<file path="config.mk">
export PLATFORM = sky130hd
export DESIGN_NAME = gpio_setclr_reg
export DESIGN_NICKNAME = d
export VERILOG_FILES = /design/src/rtl/gpio_setclr_pkg.sv /design/src/rtl/gpio_setclr_ctrl.sv /design/src/rtl/gpio_setclr_dp.sv /design/src/rtl/gpio_setclr_reg.sv
export SDC_FILE = /design/constraint.sdc
export NUM_CORES = 1
export LEC_CHECK = 0
export BUFFER_PORTS_ARGS = -buffer_cell sky130_fd_sc_hd__buf_2
export CORE_MARGIN = 2
export CORE_UTILIZATION = 35
export CTS_BUF_LIST = sky130_fd_sc_hd__clkbuf_8
export CTS_CLUSTER_SIZE = 8
export DETAILED_ROUTE_END_ITERATION = 7
export PLACE_DENSITY = 0.74
export SYNTH_ARGS = -nofsm -noshare
export SYNTH_HDL_FRONTEND = slang
export SYNTH_SLANG_ARGS = --single-unit
</file>
<file path="constraint.sdc">
create_clock -name clk -period 0.9 [get_ports clk]
set_input_delay 0.045 -clock clk [delete_from_list [all_inputs] [get_ports clk]]
set_output_delay 0.045 -clock clk [all_outputs]
set_load 0.02 [all_outputs]
</file>
<file path="src/rtl/gpio_setclr_pkg.sv">
package gpio_setclr_pkg;

  // Number of pins served by the register.
  parameter int GPIO_N  = 4;

  // Width of the configuration data word.
  parameter int WORD_W  = 32;

  // Width of one field in the register word.
  parameter int FIELD_W = 4;

  // Field positions. Software depends on these, so they are fixed.
  parameter int DCLR_LSB  = 8;
  parameter int DSET_LSB  = 12;
  parameter int OECLR_LSB = 16;
  parameter int OESET_LSB = 20;
  parameter int RSV_LSB   = 24;
  parameter int IN_LSB    = 28;

  // Byte lanes that carry the writable fields.
  parameter int DATA_LANE = 1;
  parameter int OE_LANE   = 2;

  // Strobes from the control module to the datapath.
  typedef struct packed {
    logic              rdHit;
    logic              dataWr;
    logic              oeWr;
    logic [GPIO_N-1:0] dataSet;
    logic [GPIO_N-1:0] dataClr;
    logic [GPIO_N-1:0] oeSet;
    logic [GPIO_N-1:0] oeClr;
  } strobeT;

endpackage

</file>
<file path="src/rtl/gpio_setclr_ctrl.sv">
module gpio_setclr_ctrl
  import gpio_setclr_pkg::*;
#(
  parameter int          ADDR_W   = 6,
  parameter logic [ADDR_W-1:0] REG_ADDR = 6'h19
) (
  input  logic              cfgWrEn,
  input  logic [ADDR_W-1:0] cfgAddr,
  input  logic [3:0]        cfgByteEn,
  input  logic [WORD_W-1:0] cfgWrData,
  output strobeT            strobe
);

  logic addrHit;
  logic wrHit;

  // Bits the decoder never looks at. Byte lane 3 holds only read-only fields.
  logic unusedBits;
  assign unusedBits = ^{cfgWrData[DCLR_LSB-1:0], cfgWrData[WORD_W-1:RSV_LSB],
                        cfgByteEn[0], cfgByteEn[3]};

  assign addrHit = (cfgAddr == REG_ADDR);
  assign wrHit   = cfgWrEn && addrHit;

  always_comb begin
    strobe         = '0;
    strobe.rdHit   = addrHit;
    strobe.dataWr  = wrHit && cfgByteEn[DATA_LANE];
    strobe.oeWr    = wrHit && cfgByteEn[OE_LANE];
    strobe.dataClr = cfgWrData[DCLR_LSB  +: GPIO_N];
    strobe.dataSet = cfgWrData[DSET_LSB  +: GPIO_N];
    strobe.oeClr   = cfgWrData[OECLR_LSB +: GPIO_N];
    strobe.oeSet   = cfgWrData[OESET_LSB +: GPIO_N];
  end

endmodule

</file>
<file path="src/rtl/gpio_setclr_dp.sv">
module gpio_setclr_dp
  import gpio_setclr_pkg::*;
(
  input  logic              clk,
  input  logic              rstN,
  input  strobeT            strobe,
  input  logic [GPIO_N-1:0] padIn,
  output logic [GPIO_N-1:0] padOut,
  output logic [GPIO_N-1:0] padOe,
  output logic [WORD_W-1:0] rdData
);

  localparam int PAD_W = FIELD_W - GPIO_N;

  // Applied pin state.
  logic [GPIO_N-1:0] dataQ;
  logic [GPIO_N-1:0] oeQ;

  // Shadow copies of the values last written to the four fields.
  logic [GPIO_N-1:0] shDataSet;
  logic [GPIO_N-1:0] shDataClr;
  logic [GPIO_N-1:0] shOeSet;
  logic [GPIO_N-1:0] shOeClr;

  // Single sampling stage for the pad inputs.
  logic [GPIO_N-1:0] padSync;

  // Per-pin update. On a write, the set bit takes priority over the clear bit.
  for (genvar p = 0; p < GPIO_N; p++) begin : g_pin
    always_ff @(posedge clk or negedge rstN) begin
      if (!rstN) begin
        dataQ[p] <= 1'b0;
      end else if (strobe.dataWr) begin
        if (strobe.dataSet[p]) begin
          dataQ[p] <= 1'b1;
        end else if (strobe.dataClr[p]) begin
          dataQ[p] <= 1'b0;
        end
      end
    end

    always_ff @(posedge clk or negedge rstN) begin
      if (!rstN) begin
        oeQ[p] <= 1'b0;
      end else if (strobe.oeWr) begin
        if (strobe.oeSet[p]) begin
          oeQ[p] <= 1'b1;
        end else if (strobe.oeClr[p]) begin
          oeQ[p] <= 1'b0;
        end
      end
    end
  end

  always_ff @(posedge clk or negedge rstN) begin
    if (!rstN) begin
      shDataSet <= '0;
      shDataClr <= '0;
    end else if (strobe.dataWr) begin
      shDataSet <= strobe.dataSet;
      shDataClr <= strobe.dataClr;
    end
  end

  always_ff @(posedge clk or negedge rstN) begin
    if (!rstN) begin
      shOeSet <= '0;
      shOeClr <= '0;
    end else if (strobe.oeWr) begin
      shOeSet <= strobe.oeSet;
      shOeClr <= strobe.oeClr;
    end
  end

  always_ff @(posedge clk or negedge rstN) begin
    if (!rstN) begin
      padSync <= '0;
    end else begin
      padSync <= padIn;
    end
  end

  assign padOut = dataQ;
  assign padOe  = oeQ;

  // Read word assembly. The reserved field and the low byte read as 0.
  always_comb begin
    rdData = '0;
    if (strobe.rdHit) begin
      rdData[DCLR_LSB  +: FIELD_W] = {{PAD_W{1'b0}}, shDataClr};
      rdData[DSET_LSB  +: FIELD_W] = {{PAD_W{1'b0}}, shDataSet};
      rdData[OECLR_LSB +: FIELD_W] = {{PAD_W{1'b0}}, shOeClr};
      rdData[OESET_LSB +: FIELD_W] = {{PAD_W{1'b0}}, shOeSet};
      rdData[IN_LSB    +: FIELD_W] = {{PAD_W{1'b0}}, padSync};
    end
  end

endmodule

</file>
<file path="src/rtl/gpio_setclr_reg.sv">
module gpio_setclr_reg
  import gpio_setclr_pkg::*;
#(
  parameter int          ADDR_W   = 6,
  parameter logic [ADDR_W-1:0] REG_ADDR = 6'h19
) (
  input  logic              clk,
  input  logic              rstN,
  input  logic              cfgWrEn,
  input  logic [ADDR_W-1:0] cfgAddr,
  input  logic [3:0]        cfgByteEn,
  input  logic [WORD_W-1:0] cfgWrData,
  output logic [WORD_W-1:0] cfgRdData,
  input  logic [GPIO_N-1:0] padIn,
  output logic [GPIO_N-1:0] padOut,
  output logic [GPIO_N-1:0] padOe
);

  strobeT strobe;

  gpio_setclr_ctrl #(
    .ADDR_W   (ADDR_W),
    .REG_ADDR (REG_ADDR)
  ) u_ctrl (
    .cfgWrEn   (cfgWrEn),
    .cfgAddr   (cfgAddr),
    .cfgByteEn (cfgByteEn),
    .cfgWrData (cfgWrData),
    .strobe    (strobe)
  );

  gpio_setclr_dp u_dp (
    .clk    (clk),
    .rstN   (rstN),
    .strobe (strobe),
    .padIn  (padIn),
    .padOut (padOut),
    .padOe  (padOe),
    .rdData (cfgRdData)
  );

endmodule

</file>
Word-level counts from Yosys, hierarchy flattened
Cells that the tools add are included. W data, S select, Z words.

Muxes and demuxes: 18. Equal/unequal tests: 1. Reduce and logical (&&, ||, !) cells: 19.

Operators by type and width (count): $mux W1 (16); $mux W16 (1); $reduce_and A2 Y1 (8); $reduce_bool A2 Y1 (8); $eq A6 B5 Y1 const B (1); $mux W4 (1); $logic_and A1 B1 Y1 (3).

Register bits: 28. Input bits: 49. Output and inout port bits: 40. Word-level logic and storage cells: 51.

Longest topological paths before layout
Gate-level depths: netlist (run 1).

Depth in word-level cells: 4. Depth in mapped cells: 4.

Modules after synthesis
A second synthesis (run 1) with hierarchy kept.

Cells, all modules: 131. Area, all modules: 1448.9 um2.

Modules (own cells, without submodules): gpio_setclr_dp (area an instance 1282.5 um2, times used 1, cells each 107, sequential area each 700.7 um2); gpio_setclr_ctrl (area an instance 166.4 um2, times used 1, cells each 24, sequential area each 0.0 um2).

Worst setup path after synthesis (run 1)
OpenSTA, ideal clock, no wires.

Path type: input-to-reg. Start point: in cfgAddr[2]. End point: reg u_dp.shDataSet[1]. Slack: -0.212 ns. Data required time: 0.775 ns. Path buffers: 1. Stages: 4. Arrival time: 0.987 ns. Cells stage by stage: and4bb_2 -> and4_4 -> buf_6 -> mux2_4.

Cells in the longest elaborated chain, start to end: 3.

RTL lines: start: declaration (line gpio_setclr_reg.sv:10) `input logic [ADDR_W-1:0] cfgAddr,`; $eq A6 B5 Y1 (line gpio_setclr_ctrl.sv:22) `assign addrHit = (cfgAddr == REG_ADDR);`; $logic_and A1 B1 Y1 (line gpio_setclr_ctrl.sv:23) `assign wrHit = cfgWrEn && addrHit;`; $logic_and A1 B1 Y1 (line gpio_setclr_ctrl.sv:28) `strobe.dataWr = wrHit && cfgByteEn[DATA_LANE];`; end signal: assignment (line gpio_setclr_dp.sv:60) `shDataSet <= strobe.dataSet;`; end: declaration (line gpio_setclr_dp.sv:20) `logic [GPIO_N-1:0] shDataSet;`.

Every way passes these cells. A chain may end at the register's enable or synchronous reset.

Worst setup path after layout (run 1)
Start point: in cfgAddr[5]. End point: out cfgRdData[20].

Cells in the longest elaborated chain, start to end: 2.

RTL lines: $eq A6 B5 Y1 (line gpio_setclr_ctrl.sv:22); $mux W16 (line gpio_setclr_dp.sv:89) `if (strobe.rdHit) begin`; end: declaration (line gpio_setclr_reg.sv:13) `output logic [WORD_W-1:0] cfgRdData,`.

Every way passes these cells.

==> results of run 1 <==
==> power groups by stage <==
stage                     registers (W)  logic, W  clock network, W
after global placement          0.00146  0.000390                 0
after global routing            0.00145  0.000572           0.00109
after detailed placement        0.00146  0.000399                 0
after CTS                       0.00144  0.000453           0.00100
final                           0.00144  0.000525          0.000990
after floorplan                 0.00148  0.000230                 0
==> critical path, delay by kind of cell <==
family,cells,cell delay [ns]
simple gates,2,0.56
buf+inv,3,0.36
==> flip-flops by register name, indices dropped and copies added (netlist names) <==
name	flops
u_dp.padOut	4
u_dp.padOe	4
u_dp.shDataSet	4
u_dp.shOeSet	4
u_dp.shOeClr	4
u_dp.shDataClr	4
u_dp.padSync	4
==> final cells by class <==
type	instances	area [um2]
Tap cell	48	60.1
Clock inverter	1	30.0
Sequential cell	28	701
Timing Repair Buffer	89	738
Multi-Input combinational cell	70	636
Clock buffer	3	41.3
Inverter	8	30.0
Fill cell	297	1400
==> worst paths after layout <==
check | start | endpoint | depth (start not counted)
max | cfgAddr[5] | cfgRdData[20] | 5
min | cfgWrData[13] | u_dp.padOut[1] | 2
max reg2reg | u_dp.shOeSet[1] | u_dp.shOeSet[1] | 2
min reg2reg | u_dp.padOut[1] | u_dp.padOut[1] | 1
max in group asynchronous | rstN | u_dp.padSync[3] | 3
min in group asynchronous | rstN | u_dp.padSync[1] | 2
==> cell usage after synthesis <==
master	n
and4_4	2
a22o_1	8
nand3_1	8
and3_1	20
clkbuf_1	4
and4bb_2	1
and4b_1	2
dfrtp_1	28
conb_1	1
buf_6	2
nor2b_1	1
inv_1	8
o21ai_0	8
mux2_4	4
mux2_2	4
buf_4	13
==> what timing repair did <==
| action | CTS | global route |
|---|---|---|
| hold buffers | 5 | 1 |
| setup endpoints to repair | 24 | 43 |
| hold endpoints to repair | 32 | 1 |
| setup buffers | 5 | 7 |
| gates cloned | 0 | 0 |
| pin swaps | 4 | 3 |
| resized for setup | 53 | 19 |
==> logic make-up (layout without fill, tap and decap cells) <==
kind of cell | count (synthesis) | count (layout)
AO/OA/AOI/OAI | 16 | 16
buffers and inverters | 27 | 101
flip-flops | 28 | 28
multiplexers | 8 | 8
other | 1 | 12
AND/OR/NAND/NOR | 34 | 34
==> routing by layer <==
metal  wire length, um  track usage [%]  share of wire [%]
met1              1550             22.6                 45
met3               169             2.40                5.0
met5                 0                0                  0
met4                 0             3.91                  0
met2              1690             27.0                 50
==> metrics by stage <==
step | TNS [ns] | power, W | hold slack, ns | instance area (um2)
after floorplan | -1.28 | 0.00171 | -0.251 | 1470
after global placement | -8.79 | 0.00185 | -0.0311 | 1790
after detailed placement | -9.34 | 0.00186 | -0.0309 | 1790
after CTS | -2.23 | 0.00289 | 0.00442 | 2110
after global routing | -2.90 | 0.00311 | 0.00230 | 2240
final | -2.33 | 0.00295 | 0.00822 | 2240
==> qor.txt, run 1 <==
outcome: finished, violations left
violated checks: setup timing
Sequential Power Share: 48.7%
initial antenna violation count: 0
Root Buffer: clkbuf_8
most area-consuming cells after synthesis: dfrtp_1 (53%), and3_1 (9.5%), buf_4 (7.4%), a22o_1 (5.3%), mux2_4 (4.6%)
CP peak stage delay: 0.37 ns
Netlist Area Pre-Place: 1310 um2
vias post-DR: 1104
largest area contributor in the netlist: dfrtp_1
# setup viols final: 29
WL final: 3410 um
CTS tree: yes
largest net degree at the start of global routing: 17
GRT Overall Usage: 16.3%
simple-gate share of the synthesized area: 17.3%
H-tree depth: 1
worst hold path type: in -> reg
final hold vios: 0
# IOs: 89
share of cells above drive strength 1: 61.8%
Detail Route Antenna Nets: 0
Synth Area in Compound Gates: 8.40%
part of the Yosys area used for sequential elements: 53.4%
grt total ovfl: 0
Post-Layout Cell Count: 247
CP required: 0.85 ns
vias per cell: 4.47
Arrival @ worst endpoint: 0.96 ns
number of detailed-route iterations in the first pass: 3
Crit-path slowest cell: and4bb_4
area added between synthesis and finish: 70.5%
net switching power figure: 0.000711 W
pwr dens: 1320 nW/um2
gpl congestion: 0.754
RSZ-0062 raised after global routing: true
Worst-Skew Late Latency: 0.27 ns
Clock power frac: 33.5%
Horiz. Die Dim: 65.2 um
post-DP HPWL: 2310 um
Logic pwr share: 17.8%
Max VDD drop: 0.598 mV
Pint: 0.00224 W
post-synthesis adder-cell area fraction: 0%
Buffers on Ports: 58
clock slew at reported path FFs: 0.10 ns
commonest non-fill, non-tap cell in the layout: buf_2
Max Cap Viol: 0
fraction of synthesized area in multiplexers: 8.02%
Final Skew: 0 ns
Sw Ratio: 24.1%
Mean Syn Cell Area: 11.5 um2
CTS buffer count: 3
largest family of logic cells by synthesized area: simple AND/OR/NAND/NOR gates
Final min period: 1.01 ns
DR WL/cell: 13.8 um
flop-to-flop setup slack: 0.01 ns
commonest non-fill, non-tap cells in the layout: buf_2 (33), buf_6 (30), dfrtp_1 (28)
crit-path cells: buf_6 > and4bb_4 > buf_12 > and3_4 > buf_6
Starting DRT DRC Count: 56
PnR worst setup slack: -0.109 ns
XOR/XNOR share of the synthesized area: 0%
first-pass GRT wire length: 5470 um
Placeable Area: 3630 um2
number of global-route vias before repair: 1162
placed cell count: 226
Ant. Diodes: 0
chip height: 65.2 um
drt drc: 0
YS warnings: 0
post-synth top area share: 53.4%
CP endpoint kind: output port
total number of clock tree sinks: 28
fin util: 61.5%
period utilisation layout: 112%
CP startpoint kind: input pin
CP Class: in -> out
Slew Limit Fails: 0
most used cell, CP: buf_6
Die ar.: 4250 um2
Final Net Count: 249
synthesized instance count: 114
worst-path fanout max: 16
fmax: 0.991 GHz
row cnt: 22
count of cell types in the netlist: 16
Leak Pwr: 1.14 nW
Initial Util: 36.1%
Setup WS pre-CTS: -0.321 ns
synthesized flop and latch total: 28
Bufs on Longest Clock Path: 2
No activity file was read; power rests on OpenSTA's default activity.
==> run 2, diff against run 1 <==
--- a/config.mk
+++ b/config.mk
@@ -5,13 +5,15 @@
 export SDC_FILE = /design/constraint.sdc
 export NUM_CORES = 1
 export LEC_CHECK = 0
+export ABC_AREA = 1
 export BUFFER_PORTS_ARGS = -buffer_cell sky130_fd_sc_hd__buf_2
 export CORE_MARGIN = 2
 export CORE_UTILIZATION = 35
 export CTS_BUF_LIST = sky130_fd_sc_hd__clkbuf_8
 export CTS_CLUSTER_SIZE = 8
 export DETAILED_ROUTE_END_ITERATION = 7
-export PLACE_DENSITY = 0.74
+export PLACE_DENSITY = 0.72
 export SYNTH_ARGS = -nofsm -noshare
 export SYNTH_HDL_FRONTEND = slang
+export SYNTH_HIERARCHICAL = 1
 export SYNTH_SLANG_ARGS = --single-unit
==> run 2 against run 1 <==
The flow finishes with violations (hold timing, setup timing). Via count up 8.8%. Utilization is 6.6 points lower. Setup slack lost 0.011 ns. First-iteration DRC count down 48%.
==> qor.txt, run 2 <==
outcome: finished, violations left (unchanged)
violated checks: hold timing, setup timing (was setup timing)
r2r startpoint: u_dp/padOe[3] (was u_dp.shOeSet[1])
Final min period: 1.02 ns (was 1.01 ns)
total number of clock tree sinks: 28 (unchanged)
largest net degree at the start of global routing: 18 (was 17)
post-synth top area share: 49.3% (was 53.4%)
top post-synthesis cells by count: nand2_1 (54), inv_1 (39), buf_4 (29) (was dfrtp_1 (28), and3_1 (20), buf_4 (13))
Initial Util: 36.1% (about the same)
# IOs: 89 (unchanged)
Max VDD drop: 0.567 mV (was 0.598 mV)
WL final: 3280 um (was 3410 um)
Mean Syn Cell Area: 8.03 um2 (was 11.5 um2)
Slew Limit Fails: 0 (unchanged)
share of cells above drive strength 1: 49.6% (was 61.8%)
Max Cap Viol: 0 (unchanged)
CP required: 0.85 ns (about the same)
# setup viols final: 20 (was 29)
number of detailed-route iterations in the first pass: 2 (was 3)
YS warnings: 6 (was 0)
most used cell, CP: buf_6 (unchanged)
commonest non-fill, non-tap cells in the layout: nand2_1 (36), buf_2 (34), dfrtp_1 (28) (was buf_2 (33), buf_6 (30), dfrtp_1 (28))
cells on worst reg2reg path: 3 (was 2)
flop-to-flop setup slack: 0.18 ns (was 0.01 ns)
clock slew at reported path FFs: 0.09 ns (was 0.10 ns)
Worst Hold End: u_dp/padOe[1] (was u_dp.padOut[1])
Arrival @ worst endpoint: 0.97 ns (was 0.96 ns)
fmax: 0.980 GHz (was 0.991 GHz)
final hold vios: 1 (was 0)
Horiz. Die Dim: 67.7 um (was 65.2 um)
Root Buffer: clkbuf_8 (unchanged)
drt drc: 0 (unchanged)
count leader, synth: nand2_1 (was dfrtp_1)
fin util: 55.0% (was 61.5%)
initial antenna violation count: 0 (unchanged)
Crit-path slowest cell: nor3b_4 (was and4bb_4)
Ant. Diodes: 0 (unchanged)
GRT Overall Usage: 15.2% (was 16.3%)
period utilisation layout: 113% (was 112%)
Primary FF master, synth: dfrtp_1 (unchanged)
Detail Route Antenna Nets: 0 (unchanged)
# fillers: 370 (was 297)
Buffers on Ports: 58 (unchanged)
PnR worst setup slack: -0.120 ns (was -0.109 ns)
vias per cell: 4.11 (was 4.47)
CP startpoint kind: input pin (unchanged)
Placeable Area: 3940 um2 (was 3630 um2)
most area-consuming cells after synthesis: dfrtp_1 (49%), buf_4 (15%), nand2_1 (14%), inv_1 (10%), o21ai_0 (4.6%) (was dfrtp_1 (53%), and3_1 (9.5%), buf_4 (7.4%), a22o_1 (5.3%), mux2_4 (4.6%))
Die ar.: 4590 um2 (was 4250 um2)
grt total ovfl: 0 (unchanged)
Worst-Skew Late Latency: 0.26 ns (was 0.27 ns)
post-route setup TNS: -2.16 ns (was -2.33 ns)
synthesized flop and latch total: 28 (unchanged)
Netlist Area Pre-Place: 1420 um2 (was 1310 um2)
count of cell types in the netlist: 13 (was 16)
CP endpoint kind: output port (unchanged)
Final Skew: 0 ns (unchanged)
CP Class: in -> out (unchanged)
area added between synthesis and finish: 52.5% (was 70.5%)
DR WL/cell: 11.2 um (was 13.8 um)
H-tree depth: 1 (unchanged)
RSZ-0062 raised after global routing: true (unchanged)
largest area contributor in the netlist: dfrtp_1 (unchanged)
overall power: 0.00262 W (was 0.00295 W)
HP Start: cfgWrData[21] (was cfgWrData[13])
chip height: 67.7 um (was 65.2 um)
number of global-route vias before repair: 1231 (was 1162)
Setup WS pre-CTS: -0.138 ns (was -0.321 ns)
Hold Path Depth: 3 (was 2)
Async SR Flop Fraction: 100% (unchanged)
synthesized instance count: 177 (was 114)
Post-synth EDFFs: 0 (unchanged)
CP peak stage delay: 0.22 ns (was 0.37 ns)
part of the Yosys area used for sequential elements: 49.3% (was 53.4%)
pwr dens: 1210 nW/um2 (was 1320 nW/um2)
CTS buffer count: 3 (unchanged)
first-pass GRT wire length: 5260 um (was 5470 um)
Leak Pwr: 1.29 nW (was 1.14 nW)
worst hold path type: in -> reg (unchanged)
CTS tree: yes (unchanged)
Starting DRT DRC Count: 29 (was 56)
worst-path fanout max: 5 (was 16)
Bufs on Longest Clock Path: 2 (unchanged)
FF-to-FF End: u_dp/padOe[3] (was u_dp.shOeSet[1])
Final Net Count: 293 (was 249)
vias post-DR: 1201 (was 1104)
commonest non-fill, non-tap cell in the layout: nand2_1 (was buf_2)
post-DP HPWL: 2040 um (was 2310 um)
Min Hold Slack: -0.000805 ns (was 0.00822 ns)
gpl congestion: 0.654 (was 0.754)
crit-path cells: buf_6 > inv_2 > nand2_4 > nor3b_4 > buf_6 > buf_16 > nand2_4 > inv_2 > buf_6 (was buf_6 > and4bb_4 > buf_12 > and3_4 > buf_6)
row cnt: 23 (was 22)
==> run 2: per-stage QoR <==
step / instance area [um2] / std cells
CTS: 2060 / 287
detailed placement: 1630 / 268
finish: 2170 / 292
global placement: 1630 / 268
floorplan: 1460 / 188
global route: 2170 / 292
==> run 2: how the worst max path moves through the flow <==
stage	from	to	cells past startpoint
4_1_cts	cfgAddr[5]	cfgRdData[13]	8
6_report	cfgAddr[1]	cfgRdData[14]	9
3_5_place_dp	cfgAddr[5]	cfgRdData[19]	7
3_3_place_gp	cfgAddr[5]	cfgRdData[21]	7
5_1_grt	cfgAddr[2]	cfgRdData[16]	8
2_1_floorplan	cfgAddr[1]	u_dp/shDataSet[0]	7
==> run 2: kinds of logic (layout without fill, tap and decap cells) <==
family	after synthesis	in the layout	synth area share (%)
buffers and inverters	72	126	27.9
and+or+nand+nor	60	60	16.9
AOI/OAI and AO/OA	16	16	5.63
other	1	12	0.264
DFF	28	28	49.3
==> run 2: timing repair <==
| item | in CTS | in global routing |
|---|---|---|
| setup endpoints to repair | 20 | 23 |
| pin swaps | 0 | 1 |
| cloned | 2 | 1 |
| buffers inserted | 3 | 5 |
| hold buffers | 11 | 0 |
| gates resized for setup | 69 | 37 |
| hold endpoints to repair | 38 | 0 |
==> run 2: layout make-up <==
cell class	count	area (um2)	area share [%]
Tap cell	50	62.6	2.89
Clock buffer	3	41.3	1.91
Sequential cell	28	701	32.3
Multi-Input combinational cell	88	482	22.2
Inverter	39	146	6.76
Timing Repair Buffer	84	734	33.9
==> run 2: critical path: cells and delay by family <==
family        cells  cell delay (ns)
buf+inv           6             0.60
simple gates      3             0.33
==> run 2: report_power, final <==
group / leakage, nW / internal (W) / switching, W
combinational: 0.958 / 0.000212 / 0.000250
sequential: 0.312 / 0.00139 / 0.000104
clock: 0.0216 / 0.000300 / 0.000361
total: 1.29 / 0.00190 / 0.000716
==> run 2: layer usage <==
layer,up-vias,track usage (%),part of all wire [%],wire length [um]
met5,-,0,0,0
met4,0,3.83,0.37,12
met3,2,2.33,6.4,209
met2,44,27.3,49,1600
met1,554,18.8,44,1460
li1,601,-,-,-
